[config.mk]
export PLATFORM = sky130hd
export DESIGN_NAME = phy_pll_prog_seq
export DESIGN_NICKNAME = d
export VERILOG_FILES = /design/src/rtl/pllseq_pkg.sv /design/src/rtl/pllseq_vco_enc.sv /design/src/rtl/pllseq_step_rom.sv /design/src/rtl/pllseq_ctrl.sv /design/src/rtl/phy_pll_prog_seq.sv
export SDC_FILE = /design/constraint.sdc
export NUM_CORES = 1
export LEC_CHECK = 0
export BUFFER_PORTS_ARGS = -buffer_cell sky130_fd_sc_hd__buf_2
export CORE_UTILIZATION = 52
export CTS_CLUSTER_SIZE = 14
export DETAILED_ROUTE_END_ITERATION = 10
export PLACE_DENSITY = 0.76
export SLEW_MARGIN = 20
export SYNTH_ARGS = -nofsm -noshare
export SYNTH_HDL_FRONTEND = slang
export SYNTH_HIERARCHICAL = 1
export SYNTH_SLANG_ARGS = --single-unit
export TNS_END_PERCENT = 5
[constraint.sdc]
create_clock -name clk -period 2.4 [get_ports clk]
set_clock_uncertainty 0.15 [all_clocks]
set_input_delay 0.12 -clock clk [delete_from_list [all_inputs] [get_ports clk]]
set_output_delay 0.12 -clock clk [all_outputs]
set_load 0.01 [all_outputs]
[src/rtl/pllseq_pkg.sv]
package pllseq_pkg;
  localparam int NUM_STEPS = 12;
  localparam int STEP_W    = $clog2(NUM_STEPS);
  localparam int CODE_W    = 8;
  localparam int DATA_W    = 8;
  localparam int VCO_W     = 3;
  localparam int CP_W      = 4;
  localparam int LPF_W     = 6;
  localparam int HSR_W     = 6;
  localparam int NENC_W    = 7;
  localparam int MENC_W    = 9;
  localparam int MLO_W     = 5;

  localparam logic [CODE_W-1:0] A_VCO    = 8'h10;
  localparam logic [CODE_W-1:0] A_CPUMP  = 8'h11;
  localparam logic [CODE_W-1:0] A_FILT   = 8'h12;
  localparam logic [CODE_W-1:0] A_BAND   = 8'h44;
  localparam logic [CODE_W-1:0] A_NDIV   = 8'h17;
  localparam logic [CODE_W-1:0] A_MDIV   = 8'h18;
  localparam logic [CODE_W-1:0] A_DIVCTL = 8'h19;
  localparam logic [CODE_W-1:0] A_ANALOG = 8'h22;
  localparam logic [CODE_W-1:0] A_POWER  = 8'h20;

  typedef enum logic [1:0] {
    ST_IDLE  = 2'd0,
    ST_OFFER = 2'd1,
    ST_WAIT  = 2'd2
  } seq_state_e;

  typedef struct packed {
    logic [VCO_W-1:0]  vco;
    logic [CP_W-1:0]   cp;
    logic [LPF_W-1:0]  lpf;
    logic [HSR_W-1:0]  band;
    logic [NENC_W-1:0] nenc;
    logic [MENC_W-1:0] menc;
  } pll_cfg_t;
endpackage

[src/rtl/pllseq_vco_enc.sv]
module pllseq_vco_enc
  import pllseq_pkg::*;
#(
  parameter int RATE_W = 11
) (
  input  logic [RATE_W-1:0] rate,
  output logic [VCO_W-1:0]  vco
);
  localparam logic [RATE_W:0] BAND_STEP = (RATE_W+1)'(200);
  localparam logic [RATE_W:0] ROUND_ADD = (RATE_W+1)'(100);

  logic [RATE_W:0] biased;
  logic [RATE_W:0] quot;

  always_comb begin
    biased = {1'b0, rate} + ROUND_ADD;
    quot   = biased / BAND_STEP;
    if ({1'b0, rate} < BAND_STEP) vco = '0;
    else                          vco = quot[VCO_W-1:0];
  end
endmodule

[src/rtl/pllseq_step_rom.sv]
module pllseq_step_rom
  import pllseq_pkg::*;
(
  input  logic [STEP_W-1:0] idx,
  input  pll_cfg_t          cfg,
  output logic [CODE_W-1:0] code,
  output logic [DATA_W-1:0] data
);
  always_comb begin
    code = A_POWER;
    data = 8'h4D;
    unique case (idx)
      4'd0:  begin code = A_VCO;    data = {2'b10, cfg.vco, 3'b011}; end
      4'd1:  begin code = A_CPUMP;  data = {4'h0, cfg.cp}; end
      4'd2:  begin code = A_FILT;   data = {2'b11, cfg.lpf}; end
      4'd3:  begin code = A_BAND;   data = {1'b0, cfg.band, 1'b0}; end
      4'd4:  begin code = A_NDIV;   data = {1'b0, cfg.nenc}; end
      4'd5:  begin code = A_MDIV;   data = {3'b000, cfg.menc[MLO_W-1:0]}; end
      4'd6:  begin code = A_DIVCTL; data = 8'h30; end
      4'd7:  begin code = A_MDIV;   data = {4'h8, cfg.menc[MENC_W-1:MLO_W]}; end
      4'd8:  begin code = A_DIVCTL; data = 8'h30; end
      4'd9:  begin code = A_ANALOG; data = 8'h07; end
      4'd10: begin code = A_ANALOG; data = 8'h87; end
      default: begin code = A_POWER; data = 8'h4D; end
    endcase
  end
endmodule

[src/rtl/pllseq_ctrl.sv]
module pllseq_ctrl
  import pllseq_pkg::*;
(
  input  logic              clk,
  input  logic              rst_n,
  input  logic              start,
  input  logic              wr_ready,
  input  logic              wr_cmpl,
  output logic              wr_valid,
  output logic              busy,
  output logic              done,
  output logic              load,
  output logic [STEP_W-1:0] idx
);
  localparam logic [STEP_W-1:0] LAST_IDX = STEP_W'(NUM_STEPS - 1);

  seq_state_e        state_q, state_d;
  logic [STEP_W-1:0] idx_d;
  logic              done_d;

  always_comb begin
    state_d = state_q;
    idx_d   = idx;
    done_d  = 1'b0;
    unique case (state_q)
      ST_IDLE: begin
        if (start) begin
          state_d = ST_OFFER;
          idx_d   = '0;
        end
      end
      ST_OFFER: begin
        if (wr_ready) state_d = ST_WAIT;
      end
      ST_WAIT: begin
        if (wr_cmpl) begin
          if (idx == LAST_IDX) begin
            state_d = ST_IDLE;
            done_d  = 1'b1;
          end else begin
            state_d = ST_OFFER;
            idx_d   = idx + 1'b1;
          end
        end
      end
      default: state_d = ST_IDLE;
    endcase
  end

  always_ff @(posedge clk or negedge rst_n) begin
    if (!rst_n) begin
      state_q <= ST_IDLE;
      idx     <= '0;
      done    <= 1'b0;
    end else begin
      state_q <= state_d;
      idx     <= idx_d;
      done    <= done_d;
    end
  end

  assign load     = (state_q == ST_IDLE) && start;
  assign busy     = (state_q != ST_IDLE);
  assign wr_valid = (state_q == ST_OFFER);
endmodule

[src/rtl/phy_pll_prog_seq.sv]
module phy_pll_prog_seq
  import pllseq_pkg::*;
#(
  parameter int RATE_W = 11,
  parameter int NDIV_W = 8,
  parameter int MDIV_W = 10
) (
  input  logic              clk,
  input  logic              rst_n,
  input  logic              start,
  input  logic [RATE_W-1:0] lane_rate,
  input  logic [NDIV_W-1:0] in_div,
  input  logic [MDIV_W-1:0] fb_mult,
  input  logic [CP_W-1:0]   cp_sel,
  input  logic [LPF_W-1:0]  lpf_sel,
  input  logic [HSR_W-1:0]  hs_range,
  output logic              busy,
  output logic              done,
  output logic              wr_valid,
  input  logic              wr_ready,
  output logic [CODE_W-1:0] wr_code,
  output logic [DATA_W-1:0] wr_data,
  input  logic              wr_cmpl
);
  logic              load;
  logic [STEP_W-1:0] idx;
  logic [VCO_W-1:0]  vco_w;
  logic [NDIV_W-1:0] n_minus1;
  logic [MDIV_W-1:0] m_minus1;
  pll_cfg_t          cfg_q;

  assign n_minus1 = in_div - NDIV_W'(1);
  assign m_minus1 = fb_mult - MDIV_W'(1);

  pllseq_vco_enc #(.RATE_W(RATE_W)) u_vco (
    .rate (lane_rate),
    .vco  (vco_w)
  );

  always_ff @(posedge clk or negedge rst_n) begin
    if (!rst_n) begin
      cfg_q <= '0;
    end else if (load) begin
      cfg_q.vco  <= vco_w;
      cfg_q.cp   <= cp_sel;
      cfg_q.lpf  <= lpf_sel;
      cfg_q.band <= hs_range;
      cfg_q.nenc <= n_minus1[NENC_W-1:0];
      cfg_q.menc <= m_minus1[MENC_W-1:0];
    end
  end

  pllseq_ctrl u_ctrl (
    .clk      (clk),
    .rst_n    (rst_n),
    .start    (start),
    .wr_ready (wr_ready),
    .wr_cmpl  (wr_cmpl),
    .wr_valid (wr_valid),
    .busy     (busy),
    .done     (done),
    .load     (load),
    .idx      (idx)
  );

  pllseq_step_rom u_rom (
    .idx  (idx),
    .cfg  (cfg_q),
    .code (wr_code),
    .data (wr_data)
  );
endmodule

; Yosys cells after proc, flatten, opt, wreduce, memory -nomap -nowiden
; Cells that the tools add are included.
[op_classes]
n_addsub = 4
div_mod_pow = 1
magnitude_cmp = 1
eq_ne = 17
n_mux = 15
n_reduce_logical = 10
[ops]
columns = op, n
row1 = $pmux W8 S10, 1
row2 = $pmux W7 S8, 1
row3 = $eq A4 B3 Y1 const B, 4
row4 = $eq A4 B4 Y1 const B, 4
row5 = $add A11 B7 Y12 const B, 1
row6 = $div A12 B8 Y12 const B, 1
row7 = $mux W4, 3
row8 = $lt A11 B8 Y1 const B, 1
row9 = $sub A9 B1 Y9 const B, 1
row10 = $eq A4 B2 Y1 const B, 2
row11 = $pmux W4 S2, 1
row12 = $sub A7 B1 Y7 const B, 1
row13 = $mux W2, 3
row14 = $ne A2 B2 Y1 const B, 3
row15 = $pmux W2 S3, 1
row16 = $reduce_or A2 Y1, 3
row17 = $add A4 B1 Y4 const B, 1
row18 = $eq A4 B1 Y1 const B, 1
row19 = $logic_not A4 Y1, 1
row20 = $mux W1, 4
row21 = $reduce_and A4 Y1, 1
row22 = $reduce_bool A2 Y1, 2
row23 = $mux W3, 1
row24 = $reduce_and A3 Y1, 1
row25 = 5 further kinds, 5
[totals]
reg_bits = 42

; Depth between registers and ports, before layout
[logic_depth]
ltp_word = 4
ltp_mapped = 14

; Hierarchy
; The synthesis kept the hierarchy.
[modules_own_cells]
columns = module, instances, cells_each, area_each_um2, seq_area_each_um2
row1 = phy_pll_prog_seq, 1, 122, 1500.2, 875.8
row2 = pllseq_vco_enc, 1, 115, 850.8, 0.0
row3 = pllseq_step_rom, 1, 88, 571.8, 0.0
row4 = pllseq_ctrl, 1, 38, 381.6, 175.2

; Least setup slack after synthesis
; OpenSTA, ideal clock, no wires.
[synth_timing]
path_type = input port to flip-flop
start = input port lane_rate[2]
end = register cfg_q[32] (netlist bit)
setup_time_ns = 0.125
arrival_ns = 3.019
required_ns = 2.125
path_slack_ns = -0.893
cell_stages = 13
n_path_buf = 0
cell_sequence = ha_1 a211oi_4 nor4b_2 a221o_2 a211oi_4 a211oi_1 o21a_4 a211o_4 a21oi_4 o21ai_0 a211oi_2 o22ai_2 mux2_2
[synth_between]
elab_chain_cells = 3
elab_cells_between_ends = 4
[synth_rtl]
columns = item, line
row1 = start: declaration, phy_pll_prog_seq.sv:11  ; input logic [RATE_W-1:0] lane_rate,
row2 = $add A11 B7 Y12, pllseq_vco_enc.sv:16  ; biased = {1'b0, rate} + ROUND_ADD;
row3 = $div A12 B8 Y12, pllseq_vco_enc.sv:17  ; quot = biased / BAND_STEP;
row4 = $mux W3 (*), pllseq_vco_enc.sv:18  ; if ({1'b0, rate} < BAND_STEP) vco = '0;
row5 = net vco_w[0], phy_pll_prog_seq.sv:27  ; logic [VCO_W-1:0] vco_w;
row6 = end: declaration, phy_pll_prog_seq.sv:30  ; pll_cfg_t cfg_q;
; The timed path passes the listed nets; every way through them passes the cells marked *.
; A chain may end at the register's enable or synchronous reset.

; Worst setup path after layout
[layout_timing]
start = input port lane_rate[3]
end = register cfg_q[32] (netlist bit)
; Same word-level chain as after synthesis.

==> flow_summary.ini <==
[run_status]
outcome = finished, violations left
failed_checks = negative setup slack

[floorplanning]
die_h_microns = 81.7
die-area_sq_um = 6680
core-area_sq_um = 6030
pin_count = 69
start_util = 0.548
std_cell_rows = 28
dieWidth_microns = 81.7

[worst_setup_path]
arrival_ns = 3.06
crit_path_max_incr_delay_ns = 0.46
end_kind = flop
cp-start-kind = input pin
path_class = in -> reg
reg2reg_to = cfg_q[6]
cp_max_fo = 8
crit_slowest_cell = a221o_2
required_ns = 2.48
cp_cell_sequence = buf_2, ha_4, a211oi_4, nor4b_4, a221o_2, a211oi_4, o221ai_1, a21oi_2, buf_4, nand2b_1, o31ai_1, a21oi_1, a211o_1, o22ai_2, mux2_4
path_common_cell = a211oi_4
reg2reg_from = u_ctrl/state_q[0]
reg2reg_slack_ns = 0.09
worstRegToRegCells = 6

[route]
drcViolationCount = 0
detail-route-antenna-nets = 0
wl_per_cell_microns = 15.6
drt_iter0_drc = 160
drt_pass1_iterations = 5
vias_per_cell = 5.88
num_vias = 3347
drt-total-wl_microns = 8850

[min_path]
holdCritPathClass = in -> reg
hp-start = in_div[0]
hold_depth = 3
min_to = cfg_q[9]

[finish]
antenna_cells = 0
final_cell_area_sq_um = 4430
area_growth_pct = 34.1
regArea_sq_um = 1050
utilization = 0.735
final_nets = 548
multi_input_area_sq_um = 2140
final_cells = 569
fillers = 458
drive_gt1_frac = 0.377

[global_routing]
antenna_found_initial = 0
gr-usage-all-layers = 0.274
grt_max_degree = 43
grt_pass1_wl_microns = 14100
grt_overflow = 0
grt_pass1_vias = 3166

[pwr]
clock_power_share = 0.112
p_switching_mw = 1.73
intPower_mw = 2.46
leakagePower_nw = 1.98
swShare = 0.413
power_frac_comb = 0.569
ir_drop_mv = 0.823
pwr-share-seq = 0.319
p_per_area_nw_per_um2 = 945

[logic_synthesis]
synthTopCellsByArea = dfrtp_1 (32%), mux2_2 (8.2%), a21oi_1 (3.8%)
ys_warn_count = 6
synthArstFlopShare = 1.00
synth_cells = 363
ys_seq_elements = 42
synth_flop_cell = dfrtp_1
synth_cell_types = 80
netlist_area_sq_um = 3300
syn_nets = 418
yosysSeqAreaShare = 0.318
synth_top_cell_by_area = dfrtp_1
syn_avg_cell_area_sq_um = 9.10
synth-edff-count = 0
post-synth-top-area-fraction = 0.318

[placed_design]
dpl.cell_count = 534
place_ws_ns = -0.851
port_buffers = 63
dpl_cell_area_sq_um = 4030
place_hpwl_microns = 6330
routabilityCongestion = 0.896

[clock_tree]
cts-root-buf = clkbuf_8
clkSinkCount = 42
ctsHtreeMaxLevel = 2
cts_buffers = 5
cts_tree = built
clockBufferDepth = 2
clk_latency_ns = 0.29
clkTransAtPathRegs_ns = 0.08

[timing]
setup_viol = 2
fmax_mhz = 335
fin_ws_ns = -0.581
fin_crit_ns = 2.98
finalCritPeriodShare = 1.24
hold_viol_final = 0
finalMaxSlewViolations = 0
worst_slew_pin_slew_ns = 0.923
fin_setup_tns_ns = -0.706
rsz0062_at_grt = true
relSlewSlack = 0.385

[flow_run]
maxCapViolations = 0
[area by class of cell]
cell class | instances | share of cell area
multi-input combinational | 286 | 0.482
sequential | 42 | 0.237
timing repair buffer | 145 | 0.228
tap | 75 | 0.0212
clock buffer | 7 | 0.0195
inverter | 13 | 0.0110
clock inverter | 1 | 0.00113
[synthesized netlist by cell type, types with 4 or more instances]
| library cell | instances |
|---|---|
| dfrtp_1 | 42 |
| nor2_1 | 29 |
| a21oi_1 | 25 |
| mux2_2 | 24 |
| nand2_1 | 21 |
| o21ai_0 | 21 |
| inv_1 | 12 |
| a31oi_1 | 10 |
| nor3_1 | 9 |
| buf_2 | 8 |
| xnor2_1 | 8 |
| nor3b_1 | 7 |
| o22ai_1 | 7 |
| buf_6 | 6 |
| nand2b_1 | 6 |
| nand3_1 | 6 |
| o31ai_1 | 6 |
| a211o_1 | 5 |
| ha_1 | 5 |
| mux2i_1 | 5 |
| nor2b_1 | 5 |
| o211ai_1 | 5 |
| a21o_1 | 4 |
| and2_1 | 4 |
| clkbuf_1 | 4 |
[worst max-delay path, delay by kind of cell]
kind | cells | cell delay [ns]
AOI/OAI and AO/OA | 9 | 2.12
and+or+nand+nor | 2 | 0.17
adders and majority gates | 1 | 0.19
muxes | 1 | 0.15
buffers and inverters | 2 | 0.31
[power groups by stage]
stage / combinational, mW / sequential [mW] / clock [mW]
CTS: 2.35 / 1.33 / 0.474
floorplan: 1.67 / 1.21 / 0
global placement: 2.23 / 1.33 / 0
finish: 2.39 / 1.33 / 0.469
detailed placement: 2.27 / 1.34 / 0
global route: 2.60 / 1.38 / 0.509
[flip-flops by register name, summed over array words and instances, names as in the netlist]
signal          count
u_ctrl/state_q      2
u_ctrl/idx          4
u_ctrl/done         1
cfg_q              35
[how the worst max path moves through the flow]
| stage | end | slack [ns] | from | cells after the start |
|---|---|---|---|---|
| 2_1_floorplan | cfg_q[32] | -0.62 | lane_rate[2] | 13 |
| 3_3_place_gp | cfg_q[32] | -0.81 | lane_rate[3] | 14 |
| 3_5_place_dp | cfg_q[32] | -0.85 | lane_rate[3] | 14 |
| 4_1_cts | cfg_q[32] | -0.54 | lane_rate[3] | 14 |
| 5_1_grt | cfg_q[32] | -0.72 | lane_rate[3] | 14 |
| 6_report | cfg_q[32] | -0.58 | lane_rate[3] | 15 |
[layer usage]
metal | share of wire | vias to the layer above | GRT usage
li1 | - | 1615 | -
met1 | 0.42 | 1582 | 0.348
met2 | 0.51 | 128 | 0.480
met3 | 0.044 | 22 | 0.0367
met4 | 0.023 | 0 | 0.0877
met5 | 0 | - | 0
[per-stage QoR]
stage	hold WS, ns	power, mW
6_report	0.0136	4.19
5_1_grt	0.0188	4.49
4_1_cts	0.00252	4.15
3_5_place_dp	0.154	3.61
3_3_place_gp	0.156	3.55
2_1_floorplan	-0.326	2.88
[layout by cell type, fill, tap and decap left out, types with 3 or more instances in the layout]
cell type / count
a211o_1: 5
a21o_1: 4
a21oi_1: 22
a21oi_2: 4
a22o_1: 3
a31oi_1: 10
and2_1: 3
and4b_1: 3
buf_2: 63
buf_4: 55
clkbuf_8: 6
dfrtp_1: 42
dlygate4sd3_1: 26
ha_1: 4
inv_1: 12
mux2_2: 23
mux2i_1: 5
nand2_1: 21
nand2b_1: 6
nand3_1: 6
nor2_1: 27
nor2b_1: 5
nor3_1: 9
nor3b_1: 6
o211ai_1: 5
o21ai_0: 19
o21ai_1: 3
o22ai_1: 7
o31ai_1: 6
or2_2: 3
or4_1: 3
xnor2_1: 7
xor2_1: 3
[logic make-up after synthesis]
family                     after synthesis  share of synthesized area
AOI/OAI and AO/OA                      121                      0.272
xor gates and xnor gates                11                     0.0292
adders and majority gates                5                     0.0189
buffers and inverters                   35                     0.0602
DFF                                     42                      0.318
muxes                                   29                     0.0969
other                                    1                    0.00113
and+or+nand+nor                        119                      0.203
[repair_timing]
action                                 4_1_cts  5_1_grt
setup endpoints to repair                    2        4
endpoints found under the hold margin       65        0
resized for setup                            1        9
hold buffers                                26        0
pin swaps                                    0        2
setup buffers                                0        1
Power figures use the tool's default switching activity.
